## config.mk

```make
export PLATFORM = sky130hd
export DESIGN_NAME = cpu_seq_ctrl
export DESIGN_NICKNAME = d
export VERILOG_FILES = /design/src/rtl/seqc_pkg.sv /design/src/rtl/seqc_rst_qual.sv /design/src/rtl/seqc_decode.sv /design/src/rtl/seqc_next.sv /design/src/rtl/seqc_outs.sv /design/src/rtl/cpu_seq_ctrl.sv
export SDC_FILE = /design/constraint.sdc
export NUM_CORES = 1
export LEC_CHECK = 0
export BUFFER_PORTS_ARGS = -buffer_cell sky130_fd_sc_hd__buf_2
export CAP_MARGIN = 40
export CELL_PAD_IN_SITES_DETAIL_PLACEMENT = 0
export CELL_PAD_IN_SITES_GLOBAL_PLACEMENT = 1
export CORE_MARGIN = 1
export CORE_UTILIZATION = 36
export CTS_CLUSTER_DIAMETER = 40
export DETAILED_ROUTE_END_ITERATION = 16
export PLACE_DENSITY_LB_ADDON = 0.1
export SYNTH_ARGS = -nofsm -noshare
export SYNTH_HDL_FRONTEND = slang
export SYNTH_SLANG_ARGS = --single-unit
```

## constraint.sdc

```tcl
create_clock -name clk -period 5.75 [get_ports clk]
set_clock_uncertainty 0.1 [all_clocks]
set_input_delay 0.8625 -clock clk [delete_from_list [all_inputs] [get_ports clk]]
set_output_delay 0.8625 -clock clk [all_outputs]
set_load 0.1 [all_outputs]
```

## src/rtl/seqc_pkg.sv

```systemverilog
package seqc_pkg;

   typedef enum logic [3:0] {
      S_RESET  = 4'd0,
      S_FETCH  = 4'd1,
      S_DECODE = 4'd2,
      S_LD_ADR = 4'd3,
      S_LD_MEM = 4'd4,
      S_LD_WB  = 4'd5,
      S_ST_ADR = 4'd6,
      S_ST_MEM = 4'd7,
      S_EX2    = 4'd8,
      S_WB2    = 4'd9,
      S_EX1    = 4'd10,
      S_WB1    = 4'd11
   } seq_state_t;

   typedef enum logic [2:0] {
      C_LOAD  = 3'd0,
      C_STORE = 3'd1,
      C_ALU2  = 3'd2,
      C_ALU1  = 3'd3,
      C_BAD   = 3'd4
   } op_class_t;

   localparam logic [3:0] OP_LOAD       = 4'd0;
   localparam logic [3:0] OP_STORE      = 4'd1;
   localparam logic [3:0] OP_ADD        = 4'd2;
   localparam logic [3:0] OP_ALU2_LAST  = 4'd8;
   localparam logic [3:0] OP_ALU1_FIRST = 4'd9;
   localparam logic [3:0] OP_ALU1_LAST  = 4'd12;

   typedef struct packed {
      logic       imem_rd;
      logic       rf_we;
      logic       dmem_rd;
      logic       dmem_wr;
      logic       opb_imm;
      logic       wb_mem;
      logic [3:0] alu_sel;
   } ctl_t;

endpackage

```

## src/rtl/seqc_rst_qual.sv

```systemverilog
module seqc_rst_qual #(
   parameter int HOLD = 3
) (
   input  logic clk,
   input  logic rst,
   output logic take
);

   generate
      if (HOLD <= 8) begin : g_shift
         logic [HOLD-2:0] hist;
         always_ff @(posedge clk) begin
            hist[0] <= rst;
            for (int i = 1; i <= HOLD - 2; i++) begin
               hist[i] <= hist[i-1];
            end
         end
         assign take = rst & (&hist);
      end else begin : g_count
         localparam int CW = $clog2(HOLD);
         localparam logic [CW-1:0] LIM = CW'(HOLD - 1);
         logic [CW-1:0] cnt;
         always_ff @(posedge clk) begin
            if (!rst)          cnt <= '0;
            else if (cnt != LIM) cnt <= cnt + CW'(1);
         end
         assign take = rst & (cnt == LIM);
      end
   endgenerate

endmodule

```

## src/rtl/seqc_decode.sv

```systemverilog
module seqc_decode
   import seqc_pkg::*;
#(
   parameter int WORD_W = 32,
   parameter int OPC_W  = 4,
   parameter int REG_AW = 4,
   parameter int IMM_W  = WORD_W - OPC_W - 3 * REG_AW
) (
   input  logic [WORD_W-1:0] ir,
   output logic [OPC_W-1:0]  opcode,
   output logic [REG_AW-1:0] rd,
   output logic [REG_AW-1:0] rs1,
   output logic [REG_AW-1:0] rs2,
   output logic [IMM_W-1:0]  imm,
   output op_class_t         cls
);

   localparam int RD_LSB  = WORD_W - OPC_W - REG_AW;
   localparam int RS1_LSB = RD_LSB - REG_AW;
   localparam int RS2_LSB = RS1_LSB - REG_AW;

   assign opcode = ir[WORD_W-1 -: OPC_W];
   assign rd     = ir[RD_LSB  +: REG_AW];
   assign rs1    = ir[RS1_LSB +: REG_AW];
   assign rs2    = ir[RS2_LSB +: REG_AW];
   assign imm    = ir[IMM_W-1:0];

   always_comb begin
      if (opcode == OP_LOAD)                                   cls = C_LOAD;
      else if (opcode == OP_STORE)                             cls = C_STORE;
      else if (opcode >= OP_ADD && opcode <= OP_ALU2_LAST)     cls = C_ALU2;
      else if (opcode >= OP_ALU1_FIRST && opcode <= OP_ALU1_LAST) cls = C_ALU1;
      else                                                     cls = C_BAD;
   end

endmodule

```

## src/rtl/seqc_next.sv

```systemverilog
module seqc_next
   import seqc_pkg::*;
(
   input  seq_state_t state,
   input  op_class_t  cls,
   input  logic       take_rst,
   output seq_state_t nxt
);

   always_comb begin
      if (take_rst) begin
         nxt = S_RESET;
      end else begin
         case (state)
            S_RESET:  nxt = S_FETCH;
            S_FETCH:  nxt = S_DECODE;
            S_DECODE: begin
               case (cls)
                  C_LOAD:  nxt = S_LD_ADR;
                  C_STORE: nxt = S_ST_ADR;
                  C_ALU2:  nxt = S_EX2;
                  C_ALU1:  nxt = S_EX1;
                  default: nxt = S_FETCH;
               endcase
            end
            S_LD_ADR: nxt = S_LD_MEM;
            S_LD_MEM: nxt = S_LD_WB;
            S_ST_ADR: nxt = S_ST_MEM;
            S_EX2:    nxt = S_WB2;
            S_EX1:    nxt = S_WB1;
            default:  nxt = S_FETCH;
         endcase
      end
   end

endmodule

```

## src/rtl/seqc_outs.sv

```systemverilog
module seqc_outs
   import seqc_pkg::*;
(
   input  seq_state_t state,
   input  logic [3:0] opcode,
   output ctl_t       ctl
);

   always_comb begin
      ctl = '0;
      case (state)
         S_FETCH:  ctl.imem_rd = 1'b1;
         S_LD_ADR, S_ST_ADR: begin
            ctl.alu_sel = OP_ADD;
            ctl.opb_imm = 1'b1;
         end
         S_LD_MEM: ctl.dmem_rd = 1'b1;
         S_LD_WB: begin
            ctl.rf_we  = 1'b1;
            ctl.wb_mem = 1'b1;
         end
         S_ST_MEM: ctl.dmem_wr = 1'b1;
         S_EX2:    ctl.alu_sel = opcode;
         S_EX1: begin
            ctl.alu_sel = opcode;
            ctl.opb_imm = 1'b1;
         end
         S_WB2, S_WB1: ctl.rf_we = 1'b1;
         default: ;
      endcase
   end

endmodule

```

## src/rtl/cpu_seq_ctrl.sv

```systemverilog
module cpu_seq_ctrl
   import seqc_pkg::*;
#(
   parameter int WORD_W   = 32,
   parameter int OPC_W    = 4,
   parameter int REG_AW   = 4,
   parameter int PC_W     = 8,
   parameter int RST_HOLD = 3,
   parameter int IMM_W    = WORD_W - OPC_W - 3 * REG_AW
) (
   input  logic              clk,
   input  logic              rst,
   output logic [PC_W-1:0]   imem_addr,
   output logic              imem_rd,
   input  logic [WORD_W-1:0] imem_data,
   output logic [REG_AW-1:0] rf_ra,
   output logic [REG_AW-1:0] rf_rb,
   output logic [REG_AW-1:0] rf_wa,
   output logic              rf_we,
   output logic [IMM_W-1:0]  imm,
   output logic              opb_imm,
   output logic [OPC_W-1:0]  alu_sel,
   output logic              wb_mem,
   output logic              dmem_rd,
   output logic              dmem_wr
);

   generate
      if (OPC_W != 4) begin : g_bad_opc
         $error("cpu_seq_ctrl: opcode field must be 4 bits for 13 instructions");
      end
      if (IMM_W < 1) begin : g_bad_imm
         $error("cpu_seq_ctrl: word too narrow for the field layout");
      end
      if (RST_HOLD < 2) begin : g_bad_hold
         $error("cpu_seq_ctrl: reset hold must be at least two clocks");
      end
   endgenerate

   seq_state_t        state, nxt;
   op_class_t         cls;
   ctl_t              ctl;
   logic [PC_W-1:0]   pc;
   logic [WORD_W-1:0] ir;
   logic [OPC_W-1:0]  opcode;
   logic              take_rst;

   seqc_rst_qual #(.HOLD(RST_HOLD)) u_rq (
      .clk  (clk),
      .rst  (rst),
      .take (take_rst)
   );

   seqc_decode #(
      .WORD_W (WORD_W),
      .OPC_W  (OPC_W),
      .REG_AW (REG_AW),
      .IMM_W  (IMM_W)
   ) u_dec (
      .ir     (ir),
      .opcode (opcode),
      .rd     (rf_wa),
      .rs1    (rf_ra),
      .rs2    (rf_rb),
      .imm    (imm),
      .cls    (cls)
   );

   seqc_next u_nxt (
      .state    (state),
      .cls      (cls),
      .take_rst (take_rst),
      .nxt      (nxt)
   );

   seqc_outs u_out (
      .state  (state),
      .opcode (opcode),
      .ctl    (ctl)
   );

   always_ff @(posedge clk) begin
      state <= nxt;
      if (take_rst) begin
         pc <= '0;
         ir <= '0;
      end else if (state == S_FETCH) begin
         ir <= imem_data;
         pc <= pc + PC_W'(1);
      end
   end

   assign imem_addr = pc;
   assign imem_rd   = ctl.imem_rd;
   assign rf_we     = ctl.rf_we;
   assign dmem_rd   = ctl.dmem_rd;
   assign dmem_wr   = ctl.dmem_wr;
   assign opb_imm   = ctl.opb_imm;
   assign wb_mem    = ctl.wb_mem;
   assign alu_sel   = ctl.alu_sel;

endmodule

```

==> flow_metrics.env <==
export IMPL_ys_flop_type="dfxtp_1"
export IMPL_avgRoutedWirePerCell_um=11.4
export IMPL_hp_start="u_rq.g_shift.hist[0]"
export IMPL_drv_cap=0
export IMPL_die_w_um=77.4
export IMPL_r2r_start="state[0]"
export IMPL_finalCritPeriodShare_pct=62.1
export IMPL_crit_family="buffers and inverters"
export IMPL_die_h_um=77.4
export IMPL_wl_met1_um=2090
export IMPL_syn_area_um2=2050
export IMPL_grt_pass1_wl_um=6890
export IMPL_yosysUniqueCellTypes=32
export IMPL_crit_chain="inv_2 -> or4_4 -> clkinv_2 -> buf_2"
export IMPL_ys_warn_count=0
export IMPL_dieArea_um2=5990
export IMPL_route_met3_wl_um=231
export IMPL_rows=27
export IMPL_finalCriticalPeriod_ns=3.57
export IMPL_tightestPinTransition_ns=0.807
export IMPL_antenna_found_initial=0
export IMPL_crit_arrival_ns=2.61
export IMPL_postCtsHoldBufs=0
export IMPL_grt_overflow=0
export IMPL_critPathMaxFanout=39
export IMPL_drc=0
export IMPL_syn_to_final_growth_pct=13.1
export IMPL_drive_above_1_share_pct=30.2
export IMPL_h_tree_depth=2
export IMPL_wl_um=4240
export IMPL_rsz0062_at_grt="no"
export IMPL_vias_per_cell=4.67
export IMPL_hold_violations=0
export IMPL_globalplace_congestion=0.752
export IMPL_r2r_slack_ns=3.10
export IMPL_dr_wl_met2_um=1880
export IMPL_grt_max_degree=44
export IMPL_cts_root_buf="clkbuf_8"
export IMPL_post_cts_buffers=0
export IMPL_dr_pass1_iters=6
export IMPL_port_buffers=79
export IMPL_pin_count=80
export IMPL_nFillCells=603
export IMPL_r2r_cells=6
export IMPL_synthCells=260
export IMPL_slew_headroom_pct=46.2
export IMPL_final_common_cell="buf_2"
export IMPL_synth_edf_count=0
export IMPL_ant_nets=0
export IMPL_final_cell_mix="79 x buf_2, 72 x nand2_1, 46 x dfxtp_1"
export IMPL_cts_resized_gates=0
export IMPL_hp_class="flop to flop"
export IMPL_initial_core_util_pct=37.2
export IMPL_grtUsageTotal_pct=14.3
export IMPL_clock_fmax_mhz=280
export IMPL_cts_sinks=46
export IMPL_coreArea_um2=5510
export IMPL_cp_data_required_time_ns=4.79
export IMPL_tns_ns=0
export IMPL_outcome="completed"
export IMPL_critPathLaunch="state[0]"
export IMPL_cp_slowest_cell="or4_4"
export IMPL_setup_viol=0
export IMPL_ys_seq_area_share_pct=45.0
export IMPL_drv_slew=0
export IMPL_syn_nets=295
export IMPL_worst_path_stages=4
export IMPL_cts_tree="yes"
export IMPL_top_layer="met4"
export IMPL_cp_endpoint="imem_rd"
export IMPL_worstSetupStartpointType="flop"
export IMPL_clockBufferDepth=2
export IMPL_layout_nets=336
export IMPL_critPathKind="flop to output pin"
export IMPL_async_reset_ff_share_pct=0
export IMPL_synth_area_per_cell_um2=7.87
export IMPL_drt_iter0_drc=68
export IMPL_postSynthRegisterBits=46
export IMPL_clk_pin_slew_worst_paths_ns=0.08
export IMPL_grt_pass1_vias=1526
export IMPL_crit_path_end_kind="output pin"
export IMPL_vias=1742
export IMPL_cts_made_buffers=5
export IMPL_place_detailed_hpwl_um=2750
export IMPL_antenna_cells=0
export IMPL_path_buf_inv=3
export IMPL_worstReg2RegEnd="imem_addr[5]"
export IMPL_critPathMaxStageDelay_ns=0.65
export IMPL_insertion_delay_ns=0.29
[state kept, by name, indices dropped and copies added (netlist names)]
signal             count
ir                    32
imem_addr              8
state                  4
u_rq.g_shift.hist      2
[layer usage]
metal | vias to the layer above | global-route usage [%]
li1 | 909 | -
met1 | 783 | 18.4
met2 | 46 | 23.2
met3 | 4 | 4.24
met4 | 0 | 3.96
met5 | - | 0
[Yosys cell counts, types with 2 or more instances]
cell type,number,area share [%]
or3_1,4,1.2
nor3_1,3,0.73
xor2_1,3,1.3
inv_1,2,0.37
nand4_1,3,0.92
o21a_1,2,0.73
clkbuf_1,8,1.5
a21oi_1,39,9.5
dfxtp_1,46,45
nand2_1,72,13
nor2_1,12,2.2
a31oi_1,2,0.61
nand2b_1,2,0.61
nor4_1,2,0.61
buf_2,3,0.73
xnor2_1,2,0.86
buf_1,2,0.37
and3_1,4,1.2
o21ai_0,6,1.5
buf_4,31,11
[final cells by class]
cell class / instances / area [um2] / share of cell area (%)
clock buffers: 5 / 68.8 / 2.97
flip-flops and latches: 46 / 921 / 39.8
multi-input cells: 165 / 813 / 35.1
inverters: 4 / 16.3 / 0.703
well taps: 72 / 90.1 / 3.89
clock inverters: 2 / 10.0 / 0.432
repair buffers: 79 / 395 / 17.1
[per-stage QoR]
step	instance area [um2]	util, %	hold slack (ns)	setup WS, ns	cells
floorplan	2050	-	0.245	1.95	260
global placement	2240	40.6	0.252	2.49	366
detailed placement	2240	40.6	0.264	2.48	366
CTS	2310	42.0	0.275	2.15	373
global route	2310	42.0	0.285	1.99	373
finish	2310	42.0	0.277	2.18	373
[kinds of logic (layout without fill, tap and decap cells)]
logic type,after synthesis,count (layout),synth area share (%)
buffers and inverters,49,90,15.3
AND/OR/NAND/NOR,107,107,23.4
adder cells (fa/ha/maj),1,1,0.612
AO/OA/AOI/OAI,52,52,13.6
XOR/XNOR,5,5,2.14
flip-flops,46,46,45.0
[how the worst min path moves through the flow]
stage                                      end  slack [ns]  cells past startpoint
after floorplan           u_rq.g_shift.hist[1]        0.24                      0
after global placement    u_rq.g_shift.hist[1]        0.25                      0
after detailed placement  u_rq.g_shift.hist[1]        0.26                      0
after CTS                 u_rq.g_shift.hist[1]        0.27                      0
after global routing      u_rq.g_shift.hist[1]        0.28                      0
final                     u_rq.g_shift.hist[1]        0.28                      0
Power is left out: the tool's default activity adds up to more than one toggle a clock period on the data nets, which glitch-free logic cannot reach.
